File: src/rtl/alu_pkg.sv
package alu_pkg;

    typedef enum logic [2:0] {
        OP_ADD = 3'b000,
        OP_SUB = 3'b001,
        OP_AND = 3'b010,
        OP_OR  = 3'b011,
        OP_INV = 3'b100,
        OP_XOR = 3'b101,
        OP_NEG = 3'b110,
        OP_CMP = 3'b111
    } alu_op_e;

    typedef struct packed {
        logic gt;
        logic eq;
        logic lt;
    } mag_flags_t;

    function automatic logic op_uses_adder(alu_op_e op);
        return (op == OP_ADD) || (op == OP_SUB) || (op == OP_NEG);
    endfunction

    function automatic logic op_inverts_b(alu_op_e op);
        return (op == OP_SUB) || (op == OP_NEG);
    endfunction

endpackage

File: src/rtl/cla_adder.sv
module cla_adder #(
    parameter int W   = 8,
    parameter int GRP = 4
) (
    input  logic [W-1:0] x,
    input  logic [W-1:0] y,
    input  logic         sub_mode,
    output logic [W-1:0] sum,
    output logic         cout
);
    localparam int NG = W / GRP;

    logic [W-1:0] y_eff;
    logic [W-1:0] prop;
    logic [W-1:0] gen;
    logic [W-1:0] cin_bit;
    logic [NG:0]  grp_c;

    // mode input: invert second operand and inject carry for subtraction
    assign y_eff    = y ^ {W{sub_mode}};
    assign prop     = x ^ y_eff;
    assign gen      = x & y_eff;
    assign grp_c[0] = sub_mode;

    genvar k;
    generate
        for (k = 0; k < NG; k++) begin : g_grp
            localparam int BASE = k * GRP;
            logic [GRP:0] c_loc;

            // closed-form lookahead inside the group
            always_comb begin
                logic term;
                logic pchain;
                c_loc[0] = grp_c[k];
                for (int i = 1; i <= GRP; i++) begin
                    term   = 1'b0;
                    pchain = 1'b1;
                    for (int j = i - 1; j >= 0; j--) begin
                        term   = term | (pchain & gen[BASE + j]);
                        pchain = pchain & prop[BASE + j];
                    end
                    c_loc[i] = term | (pchain & grp_c[k]);
                end
            end

            assign cin_bit[BASE + GRP - 1 : BASE] = c_loc[GRP-1:0];
            assign grp_c[k+1] = c_loc[GRP];
        end
    endgenerate

    assign sum  = prop ^ cin_bit;
    assign cout = grp_c[NG];

endmodule

File: src/rtl/bitwise_unit.sv
module bitwise_unit
    import alu_pkg::*;
#(
    parameter int W = 8
) (
    input  logic [W-1:0] a,
    input  logic [W-1:0] b,
    input  alu_op_e      op,
    output logic [W-1:0] y
);
    always_comb begin
        unique case (op)
            OP_AND:  y = a & b;
            OP_OR:   y = a | b;
            OP_XOR:  y = a ^ b;
            OP_INV:  y = ~a;
            default: y = '0;
        endcase
    end
endmodule

File: src/rtl/mag_compare.sv
module mag_compare
    import alu_pkg::*;
#(
    parameter int W = 8
) (
    input  logic [W-1:0] a,
    input  logic [W-1:0] b,
    output mag_flags_t   flags
);
    always_comb begin
        flags.gt = (a > b);
        flags.eq = (a == b);
        flags.lt = (a < b);
    end
endmodule

File: src/rtl/opsel_alu.sv
module opsel_alu
    import alu_pkg::*;
#(
    parameter int W   = 8,
    parameter int GRP = 4
) (
    input  logic         clk,
    input  logic         rst,
    input  logic         load,
    input  logic [W-1:0] opnd_a,
    input  logic [W-1:0] opnd_b,
    input  logic [2:0]   op_code,
    output logic [W-1:0] result,
    output logic         carry,
    output logic         a_gt_b,
    output logic         a_eq_b,
    output logic         a_lt_b
);
    typedef struct packed {
        logic [W-1:0] opa;
        logic [W-1:0] opb;
        alu_op_e      op;
        logic [W-1:0] res;
        logic         cy;
        mag_flags_t   flg;
    } alu_state_t;

    alu_state_t st_d, st_q;

    logic [W-1:0] add_x, add_y, add_sum;
    logic         add_cout;
    logic [W-1:0] bit_y;
    mag_flags_t   cmp_flags;

    // adder operand steering: negation is 0 + ~A + 1
    always_comb begin
        add_x = (st_q.op == OP_NEG) ? '0 : st_q.opa;
        add_y = (st_q.op == OP_NEG) ? st_q.opa : st_q.opb;
    end

    cla_adder #(.W(W), .GRP(GRP)) u_add (
        .x        (add_x),
        .y        (add_y),
        .sub_mode (op_inverts_b(st_q.op)),
        .sum      (add_sum),
        .cout     (add_cout)
    );

    bitwise_unit #(.W(W)) u_bit (
        .a  (st_q.opa),
        .b  (st_q.opb),
        .op (st_q.op),
        .y  (bit_y)
    );

    mag_compare #(.W(W)) u_cmp (
        .a     (st_q.opa),
        .b     (st_q.opb),
        .flags (cmp_flags)
    );

    always_comb begin
        st_d = st_q;
        if (load) begin
            st_d.opa = opnd_a;
            st_d.opb = opnd_b;
            st_d.op  = alu_op_e'(op_code);
        end
        st_d.flg = '0;
        st_d.cy  = 1'b0;
        if (op_uses_adder(st_q.op)) begin
            st_d.res = add_sum;
        end else if (st_q.op == OP_CMP) begin
            st_d.res = '0;
            st_d.flg = cmp_flags;
        end else begin
            st_d.res = bit_y;
        end
        if (st_q.op == OP_ADD) st_d.cy = add_cout;
        if (st_q.op == OP_SUB) st_d.cy = ~add_cout;
    end

    always_ff @(posedge clk) begin
        if (rst) st_q <= '0;
        else     st_q <= st_d;
    end

    assign result = st_q.res;
    assign carry  = st_q.cy;
    assign a_gt_b = st_q.flg.gt;
    assign a_eq_b = st_q.flg.eq;
    assign a_lt_b = st_q.flg.lt;

    AST_CMP_ONE_FLAG: assert property (@(posedge clk) disable iff (rst)
        (st_q.op == OP_CMP) |=> ($countones({a_gt_b, a_eq_b, a_lt_b}) == 1 && result == '0));
    AST_FLAGS_IDLE: assert property (@(posedge clk) disable iff (rst)
        (st_q.op != OP_CMP) |=> ({a_gt_b, a_eq_b, a_lt_b} == 3'b000));
    AST_CARRY_IDLE: assert property (@(posedge clk) disable iff (rst)
        (st_q.op != OP_ADD && st_q.op != OP_SUB) |=> !carry);
    AST_HOLD_NO_LOAD: assert property (@(posedge clk) disable iff (rst)
        !load |=> ($stable(st_q.opa) && $stable(st_q.opb) && $stable(st_q.op)));
    AST_RESET_CLEAR: assert property (@(posedge clk)
        rst |=> (result == '0 && !carry && !a_gt_b && !a_eq_b && !a_lt_b));
    AST_NEG_NO_CARRY: assert property (@(posedge clk) disable iff (rst)
        (st_q.op == OP_NEG) |=> !carry);

endmodule

File: config.mk
export PLATFORM = sky130hd
export DESIGN_NAME = opsel_alu
export DESIGN_NICKNAME = d
export VERILOG_FILES = /design/src/rtl/alu_pkg.sv /design/src/rtl/cla_adder.sv /design/src/rtl/bitwise_unit.sv /design/src/rtl/mag_compare.sv /design/src/rtl/opsel_alu.sv
export SDC_FILE = /design/constraint.sdc
export NUM_CORES = 1
export LEC_CHECK = 0
export BUFFER_PORTS_ARGS = -buffer_cell sky130_fd_sc_hd__buf_4
export CORE_ASPECT_RATIO = 2
export CORE_UTILIZATION = 58
export DETAILED_ROUTE_END_ITERATION = 12
export PLACE_DENSITY_LB_ADDON = 0.12
export SETUP_SLACK_MARGIN = 0.3
export SLEW_MARGIN = 10
export SYNTH_ARGS = -nofsm -noshare
export SYNTH_HDL_FRONTEND = slang
export SYNTH_SLANG_ARGS = --single-unit
File: constraint.sdc
create_clock -name clk -period 3.81 [get_ports clk]
set_clock_uncertainty 0.05 [all_clocks]
set_input_delay 1.143 -clock clk [delete_from_list [all_inputs] [get_ports clk]]
set_output_delay 1.143 -clock clk [all_outputs]
set_load 0.02 [all_outputs]
==> results of run 1 <==
[layout make-up]
type                            instances  area (sq um)  area share (%)
Clock buffer                            5          68.8            2.36
Sequential cell                        31           622            21.3
Inverter                               23          86.3            2.96
Timing Repair Buffer                   41           308            10.5
Tap cell                               54          67.6            2.32
Clock inverter                          3          20.0           0.686
Multi-Input combinational cell        240          1750            59.8
[per-layer routing]
layer  GRT usage [%]  vias up  part of all wire, %  routed length [microns]
met5               0        -                    0                        0
met2            48.5       75                   52                     3200
met4            16.2        0                  3.3                      204
met3            4.23       18                  4.3                      265
met1            29.3     1091                   40                     2450
li1                -     1175                    -                        -
[worst max path at each step]
stage | from | to | slack [ns] | depth (start not counted)
2_1_floorplan | st_q[13] | result[4] | 0.69 | 15
3_3_place_gp | st_q[14] | result[4] | 0.58 | 13
3_5_place_dp | st_q[14] | result[4] | 0.51 | 13
4_1_cts | st_q[14] | result[4] | 0.47 | 13
5_1_grt | st_q[13] | result[4] | 0.32 | 14
6_report | st_q[13] | result[4] | 0.55 | 14
[power breakdown]
group	internal [W]	switching, W	leakage, nW
Clock	0.000127	0.000140	0.0402
Sequential	0.000349	0.0000209	0.256
Combinational	0.000140	0.000173	1.07
Total	0.000616	0.000333	1.37
[stage by stage]
| stage | hold WS (ns) | cells | total power (W) |
|---|---|---|---|
| 2_1_floorplan | 0.440 | 321 | 0.000611 |
| 3_3_place_gp | 0.458 | 389 | 0.000677 |
| 3_5_place_dp | 0.473 | 389 | 0.000683 |
| 4_1_cts | 0.490 | 397 | 0.000951 |
| 5_1_grt | 0.520 | 397 | 0.00101 |
| 6_report | 0.483 | 397 | 0.000949 |
[flip-flops by register name, summed over array words and instances (netlist names)]
name / flops
a_eq_b: 1
a_gt_b: 1
a_lt_b: 1
carry: 1
result: 8
st_q: 19
[synthesized netlist by cell type, drive strengths merged, types with 5 or more instances]
| cell | n | area [sq um] |
|---|---|---|
| a21o | 6 | 45.0 |
| a21oi | 24 | 120 |
| a221oi | 5 | 43.8 |
| a22oi | 7 | 52.6 |
| buf | 17 | 104 |
| clkbuf | 10 | 37.5 |
| dfxtp | 31 | 621 |
| ha | 32 | 400 |
| inv | 22 | 82.6 |
| mux2 | 7 | 78.8 |
| mux2i | 21 | 210 |
| nand2 | 17 | 63.8 |
| nand2b | 5 | 31.3 |
| nand3 | 7 | 35.0 |
| nor2 | 32 | 120 |
| nor2b | 7 | 43.8 |
| nor3 | 5 | 25.0 |
| o21ai | 18 | 90.1 |
| o22ai | 10 | 62.6 |
[cells by family after synthesis]
kind of cell	Yosys count	share of synthesized area, %
multiplexers	28	11.2
buffers and inverters	50	8.80
flip-flops	31	24.0
XOR/XNOR	3	1.02
AO/OA/AOI/OAI	90	22.7
adder cells (fa/ha/maj)	33	16.2
AND/OR/NAND/NOR	86	16.1
[repair_timing]
item / in CTS / in global routing
endpoints found under the setup margin: 0 / 1
gates resized for setup: 0 / 2
hold endpoints to repair: 0 / 0
[worst reg2reg max path, stage by stage, from the launching register on]
cell	delay (ns)
sky130_fd_sc_hd__dfxtp_1	0.42
sky130_fd_sc_hd__nor2b_1	0.21
sky130_fd_sc_hd__clkinv_1	0.28
sky130_fd_sc_hd__o22ai_1	0.22
sky130_fd_sc_hd__a22oi_1	0.11
sky130_fd_sc_hd__o21ai_0	0.09
sky130_fd_sc_hd__ha_1	0.32
sky130_fd_sc_hd__a21o_1	0.22
sky130_fd_sc_hd__a31oi_2	0.25
sky130_fd_sc_hd__nand2_1	0.10
sky130_fd_sc_hd__nor2_1	0.19
sky130_fd_sc_hd__fa_1	0.45
sky130_fd_sc_hd__nor2_1	0.11
sky130_fd_sc_hd__a221oi_1	0.06
sky130_fd_sc_hd__nor2_1	0.11
==> impl_metrics.prom, run 1 <==
# TYPE chip_impl_metric gauge
chip_impl_metric{name="layout-drive-gt1-share",unit="%"} 18.4
chip_impl_info{name="most-common-layout-cells",value="41 x sky130_fd_sc_hd__buf_4, 32 x sky130_fd_sc_hd__nor2_1, 32 x sky130_fd_sc_hd__ha_1"} 1
chip_impl_metric{name="grt_first_pass_wirelength",unit="mm"} 9.72
chip_impl_metric{name="finalNetCount",unit=""} 397
chip_impl_metric{name="clock_latency",unit="ns"} 0.29
chip_impl_metric{name="global_route.overflow_total",unit=""} 0
chip_impl_metric{name="row_count",unit=""} 34
chip_impl_metric{name="cts-hold-fix-buffers",unit=""} 0
chip_impl_metric{name="cp_num_buf_inv",unit=""} 1
chip_impl_metric{name="max-slew-margin-rel",unit="%"} 60.6
chip_impl_metric{name="max_freq",unit="GHz"} 0.307
chip_impl_metric{name="final.min_clock_period",unit="ns"} 3.26
chip_impl_metric{name="final_cell_area",unit="sq um"} 2920
chip_impl_metric{name="final-max-slew-violation-count",unit=""} 0
chip_impl_info{name="min-delay-start",value="st_q[17]"} 1
chip_impl_metric{name="syn-mean-instance-area",unit="sq um"} 8.06
chip_impl_metric{name="remaining_drcs",unit=""} 0
chip_impl_info{name="critical_path.reg2reg.endpoint",value="result[4]"} 1
chip_impl_metric{name="cts_setup_buffers",unit=""} 0
chip_impl_metric{name="synth-edff-count",unit=""} 0
chip_impl_metric{name="postSynthNetCount",unit=""} 376
chip_impl_metric{name="avgViaCountPerCell",unit=""} 5.94
chip_impl_metric{name="postRouteWirelength",unit="mm"} 6.12
chip_impl_metric{name="area_delta_synth_final",unit="%"} 12.8
chip_impl_info{name="grt_setup_unrepaired",value="no"} 1
chip_impl_metric{name="cp.required",unit="ns"} 4.00
chip_impl_metric{name="antenna-diode-count",unit=""} 0
chip_impl_metric{name="worst_slack",unit="ns"} 0.551
chip_impl_info{name="startpoint_type",value="flop"} 1
chip_impl_metric{name="timing.reg2reg.setup_slack",unit="ns"} 0.55
chip_impl_info{name="crit_path_frequent_cell",value="sky130_fd_sc_hd__nor2_1"} 1
chip_impl_metric{name="die_width",unit="microns"} 49.2
chip_impl_info{name="timing.critical_path.cells",value="nor2b_1, clkinv_1, o22ai_1, a22oi_1, o21ai_0, ha_1, a21o_1, a31oi_2, nand2_1, nor2_1, fa_1, nor2_1, a221oi_1, nor2_1"} 1
chip_impl_metric{name="first_global_vias",unit=""} 2133
chip_impl_metric{name="placeableCoreArea",unit="sq um"} 4300
chip_impl_info{name="status",value="completed"} 1
chip_impl_metric{name="yosysSeqAreaShare",unit="%"} 24.0
chip_impl_metric{name="postRouteAntennaNets",unit=""} 0
chip_impl_metric{name="synth_warnings",unit=""} 0
chip_impl_metric{name="grt_max_degree",unit=""} 28
chip_impl_metric{name="starting_density_of_the_core",unit="%"} 60.2
chip_impl_info{name="r2r_start",value="st_q[13]"} 1
chip_impl_metric{name="place_congestion",unit=""} 0.855
chip_impl_metric{name="async_flop_share",unit="%"} 0
chip_impl_metric{name="timing.reg2reg.worst_path_depth",unit=""} 14
chip_impl_metric{name="die_h",unit="microns"} 96.5
chip_impl_metric{name="port_buffers",unit=""} 33
chip_impl_info{name="synth_flop_cell",value="sky130_fd_sc_hd__dfxtp_1"} 1
chip_impl_metric{name="nFillCells",unit=""} 380
chip_impl_metric{name="max-clock-path-buffers",unit=""} 2
chip_impl_metric{name="pin_count",unit=""} 34
chip_impl_metric{name="instance_count_of_the_mapped_netlist",unit=""} 321
chip_impl_metric{name="totalNegativeSetupSlack",unit="ns"} 0
chip_impl_metric{name="detail_route.wl_per_cell",unit="microns"} 15.4
chip_impl_metric{name="detailed_place.area",unit="sq um"} 2820
chip_impl_metric{name="final-hold-violation-count",unit=""} 0
chip_impl_metric{name="num_vias",unit=""} 2359
chip_impl_metric{name="synth_seq_cells",unit=""} 31
chip_impl_metric{name="clkSlewWorstSetupHoldPaths",unit="ns"} 0.08
chip_impl_metric{name="max_cap_violations",unit=""} 0
chip_impl_metric{name="vdd_drop_max",unit="mV"} 0.334
chip_impl_metric{name="dp.final_hpwl",unit="mm"} 4.56
chip_impl_info{name="leading_cell_type_in_the_layout_fill_and_taps_excluded",value="sky130_fd_sc_hd__buf_4"} 1
chip_impl_metric{name="data_arrival_time_of_the_critical_path",unit="ns"} 3.44
chip_impl_metric{name="cts_sinks",unit=""} 31
chip_impl_metric{name="pin_slew_with_the_least_headroom_to_its_limit",unit="ns"} 0.585
chip_impl_metric{name="power.leakage",unit="nW"} 1.37
chip_impl_metric{name="powerDensity",unit="nW/um^2"} 325
chip_impl_metric{name="number_of_antenna_violations_at_the_first_check_in_global_routing",unit=""} 0
chip_impl_metric{name="fp.dieArea",unit="sq um"} 4750
chip_impl_metric{name="ctsHtreeMaxLevel",unit=""} 2
chip_impl_info{name="timing.setup.critical_path_class",value="reg2reg"} 1
chip_impl_metric{name="tritoncts.num_buffers",unit=""} 5
chip_impl_metric{name="synth_cell_type_count",unit=""} 48
chip_impl_metric{name="final_util",unit="%"} 67.9
chip_impl_metric{name="mappedNetlistArea",unit="sq um"} 2590
chip_impl_metric{name="hold_path_depth",unit=""} 2
chip_impl_metric{name="dpl_worst_slack",unit="ns"} 0.510
chip_impl_metric{name="drt-initial-drc-count",unit=""} 86
chip_impl_info{name="critical_path.top_delay_family",value="compound AO/OA/AOI/OAI gates"} 1
chip_impl_metric{name="grt_use_total",unit="%"} 27.0
chip_impl_metric{name="worst_path_largest_cell_delay",unit="ns"} 0.45
chip_impl_info{name="end_of_the_worst_hold_path",value="st_q[17]"} 1
chip_impl_metric{name="min_period_over_period",unit="%"} 85.5
chip_impl_info{name="timing.critical_path.to_type",value="flop"} 1
chip_impl_info{name="max_stage_delay_cell_worst_path",value="sky130_fd_sc_hd__fa_1"} 1
chip_impl_metric{name="critPathMaxFanout",unit=""} 9
chip_impl_info{name="clk_root_buffer_cell",value="sky130_fd_sc_hd__clkbuf_8"} 1
chip_impl_info{name="cts_tree",value="yes"} 1
chip_impl_info{name="hold_class",value="reg2reg"} 1
chip_impl_metric{name="drt_first_pass_iters",unit=""} 4
chip_impl_metric{name="report.final.setup_viol",unit=""} 0
(Power assumes the default switching activity.)
==> run 2, diff against run 1 <==
--- a/config.mk
+++ b/config.mk
@@ -6,7 +6,8 @@
 export NUM_CORES = 1
 export LEC_CHECK = 0
 export BUFFER_PORTS_ARGS = -buffer_cell sky130_fd_sc_hd__buf_4
-export CORE_ASPECT_RATIO = 2
+export CORE_ASPECT_RATIO = 0.6
+export CORE_MARGIN = 4
 export CORE_UTILIZATION = 58
 export DETAILED_ROUTE_END_ITERATION = 12
 export PLACE_DENSITY_LB_ADDON = 0.12
==> run 2 against run 1 <==
- die area grew 19%
- sequential power hardly changed
- via count rose by 1.4%
- global-route usage shrank 3.0 points
- critical path type unchanged
- largest cell class unchanged
- critical path depth down 2
- final area fell by 0.99%
- count of clock-buffer cells in the layout grew 1
- sequential share of layout area increased by 0.26 points
- worst hold slack improved by 0.0074 ns
==> impl_metrics.prom, run 2 (same netlist as run 1, synthesis figures left out) <==
# TYPE chip_impl_metric gauge
chip_impl_metric{name="row_count",unit=""} 18
chip_impl_metric{name="worst_path_largest_cell_delay",unit="ns"} 0.42
chip_impl_info{name="timing.critical_path.cells",value="buf_4, or2_2, o21ai_0, ha_1, a21o_1, a31oi_1, nand2_1, nor2_1, fa_1, nor2_1, a221oi_1, nor2_1"} 1
chip_impl_info{name="max_stage_delay_cell_worst_path",value="sky130_fd_sc_hd__fa_1"} 1
chip_impl_metric{name="place_congestion",unit=""} 0.912
chip_impl_metric{name="grt_first_pass_wirelength",unit="mm"} 10.5
chip_impl_info{name="r2r_start",value="st_q[14]"} 1
chip_impl_metric{name="fp.dieArea",unit="sq um"} 5630
chip_impl_metric{name="report.final.setup_viol",unit=""} 0
chip_impl_metric{name="max-clock-path-buffers",unit=""} 2
chip_impl_metric{name="num_vias",unit=""} 2393
chip_impl_info{name="most-common-layout-cells",value="37 x sky130_fd_sc_hd__buf_4, 32 x sky130_fd_sc_hd__ha_1, 31 x sky130_fd_sc_hd__nor2_1"} 1
chip_impl_metric{name="nFillCells",unit=""} 345
chip_impl_metric{name="postRouteAntennaNets",unit=""} 0
chip_impl_metric{name="layout-drive-gt1-share",unit="%"} 17.7
chip_impl_metric{name="grt_use_total",unit="%"} 24.0
chip_impl_info{name="largest-register",value="st_q"} 1
chip_impl_info{name="cts_tree",value="yes"} 1
chip_impl_metric{name="finalNetCount",unit=""} 393
chip_impl_metric{name="vdd_drop_max",unit="mV"} 0.198
chip_impl_metric{name="detail_route.wl_per_cell",unit="microns"} 15.9
chip_impl_metric{name="postRouteWirelength",unit="mm"} 6.35
chip_impl_metric{name="number_of_flip_flops_under_the_largest_register_name",unit=""} 19
chip_impl_metric{name="clock_latency",unit="ns"} 0.29
chip_impl_metric{name="cp.required",unit="ns"} 3.99
chip_impl_metric{name="pin_count",unit=""} 34
chip_impl_metric{name="final.min_clock_period",unit="ns"} 3.13
chip_impl_metric{name="max_freq",unit="GHz"} 0.319
chip_impl_metric{name="totalNegativeSetupSlack",unit="ns"} 0
chip_impl_info{name="grt_setup_unrepaired",value="no"} 1
chip_impl_metric{name="report.power.total",unit="W"} 0.000943
chip_impl_metric{name="max-slew-margin-rel",unit="%"} 59.9
chip_impl_metric{name="clkSlewWorstSetupHoldPaths",unit="ns"} 0.07
chip_impl_metric{name="starting_density_of_the_core",unit="%"} 61.4
chip_impl_metric{name="drt_first_pass_iters",unit=""} 7
chip_impl_metric{name="remaining_drcs",unit=""} 0
chip_impl_metric{name="grt_max_degree",unit=""} 43
chip_impl_info{name="hold_class",value="reg2reg"} 1
chip_impl_metric{name="die_width",unit="microns"} 94.2
chip_impl_metric{name="final-max-slew-violation-count",unit=""} 0
chip_impl_metric{name="tritoncts.num_buffers",unit=""} 5
chip_impl_metric{name="pin_slew_with_the_least_headroom_to_its_limit",unit="ns"} 0.595
chip_impl_metric{name="cts_sinks",unit=""} 31
chip_impl_metric{name="global_route.overflow_total",unit=""} 0
chip_impl_info{name="timing.critical_path.to_type",value="flop"} 1
chip_impl_metric{name="number_of_antenna_violations_at_the_first_check_in_global_routing",unit=""} 0
chip_impl_info{name="crit_path_frequent_cell",value="sky130_fd_sc_hd__nor2_1"} 1
chip_impl_info{name="critical_path.top_delay_family",value="simple AND/OR/NAND/NOR gates"} 1
chip_impl_info{name="leading_cell_type_in_the_layout_fill_and_taps_excluded",value="sky130_fd_sc_hd__buf_4"} 1
chip_impl_metric{name="power.leakage",unit="nW"} 1.35
chip_impl_info{name="critical_path.startpoint",value="st_q[14]"} 1
chip_impl_metric{name="avgViaCountPerCell",unit=""} 6.00
chip_impl_info{name="min-delay-start",value="st_q[21]"} 1
chip_impl_info{name="status",value="completed"} 1
chip_impl_metric{name="cp_num_buf_inv",unit=""} 1
chip_impl_metric{name="die_h",unit="microns"} 59.7
chip_impl_info{name="startpoint_type",value="flop"} 1
chip_impl_metric{name="port_buffers",unit=""} 33
chip_impl_info{name="timing.setup.critical_path_class",value="reg2reg"} 1
chip_impl_metric{name="first_global_vias",unit=""} 2130
chip_impl_metric{name="min_period_over_period",unit="%"} 82.2
chip_impl_metric{name="max_cap_violations",unit=""} 0
chip_impl_metric{name="area_delta_synth_final",unit="%"} 11.7
chip_impl_metric{name="critPathMaxFanout",unit=""} 42
chip_impl_metric{name="placeableCoreArea",unit="sq um"} 4210
chip_impl_metric{name="cts-hold-fix-buffers",unit=""} 0
chip_impl_metric{name="antenna-diode-count",unit=""} 0
chip_impl_metric{name="data_arrival_time_of_the_critical_path",unit="ns"} 3.31
chip_impl_metric{name="drt-initial-drc-count",unit=""} 194
chip_impl_metric{name="dp.final_hpwl",unit="mm"} 4.82
chip_impl_info{name="clk_root_buffer_cell",value="sky130_fd_sc_hd__clkbuf_8"} 1
chip_impl_metric{name="powerDensity",unit="nW/um^2"} 327
chip_impl_metric{name="final-hold-violation-count",unit=""} 0
chip_impl_metric{name="ctsHtreeMaxLevel",unit=""} 2
## run 2: worst paths after layout
kind	cells past startpoint	slack, ns	endpoint
worst max-delay path	12	0.68	result[4]
worst min-delay path	2	0.49	st_q[21]
worst min register to register	2	0.49	st_q[21]
worst max register to register	12	0.68	result[4]
## run 2: power breakdown
part	switching [W]	internal, W	total, W
clock	0.000132	0.000128	0.000259
combinational	0.000175	0.000137	0.000312
sequential	0.0000228	0.000349	0.000372
total	0.000330	0.000613	0.000943
## run 2: worst min-delay path: stages (launching register included)
cell and delay, ns:
sky130_fd_sc_hd__dfxtp_1 0.33, sky130_fd_sc_hd__mux2i_1 0.12, sky130_fd_sc_hd__nor2_1 0.05
## run 2: through the flow
step | area (sq um) | std cells | worst slack (ns) | utilization [%] | hold WS [ns]
global placement | 2800 | 391 | 0.563 | 66.5 | 0.462
global route | 2890 | 399 | 0.359 | 68.6 | 0.539
CTS | 2880 | 399 | 0.441 | 68.5 | 0.495
finish | 2890 | 399 | 0.678 | 68.6 | 0.491
detailed placement | 2800 | 391 | 0.467 | 66.5 | 0.480
floorplan | 2590 | 321 | 0.695 | - | 0.440
## run 2: cell type report
type	instances	area [sq um]	share of cell area, %
multi-input cells	240	1740	60.3
clock inverters	2	12.5	0.433
repair buffers	37	278	9.61
flip-flops and latches	31	623	21.6
well taps	60	75.1	2.60
inverters	23	86.3	2.99
clock buffers	6	72.6	2.51
## run 2: what timing repair did
item	4_1_cts	5_1_grt
gates resized for setup	0	4
buffers inserted	0	0
endpoints found under the setup margin	0	2
## run 2: per-layer routing
| metal | up-vias | GRT usage, % | wire (microns) |
|---|---|---|---|
| met5 | - | 0 | 0 |
| met3 | 10 | 4.78 | 474 |
| met2 | 95 | 37.6 | 2770 |
| met1 | 1119 | 34.4 | 3060 |
| met4 | 0 | 5.14 | 44 |
| li1 | 1169 | - | - |
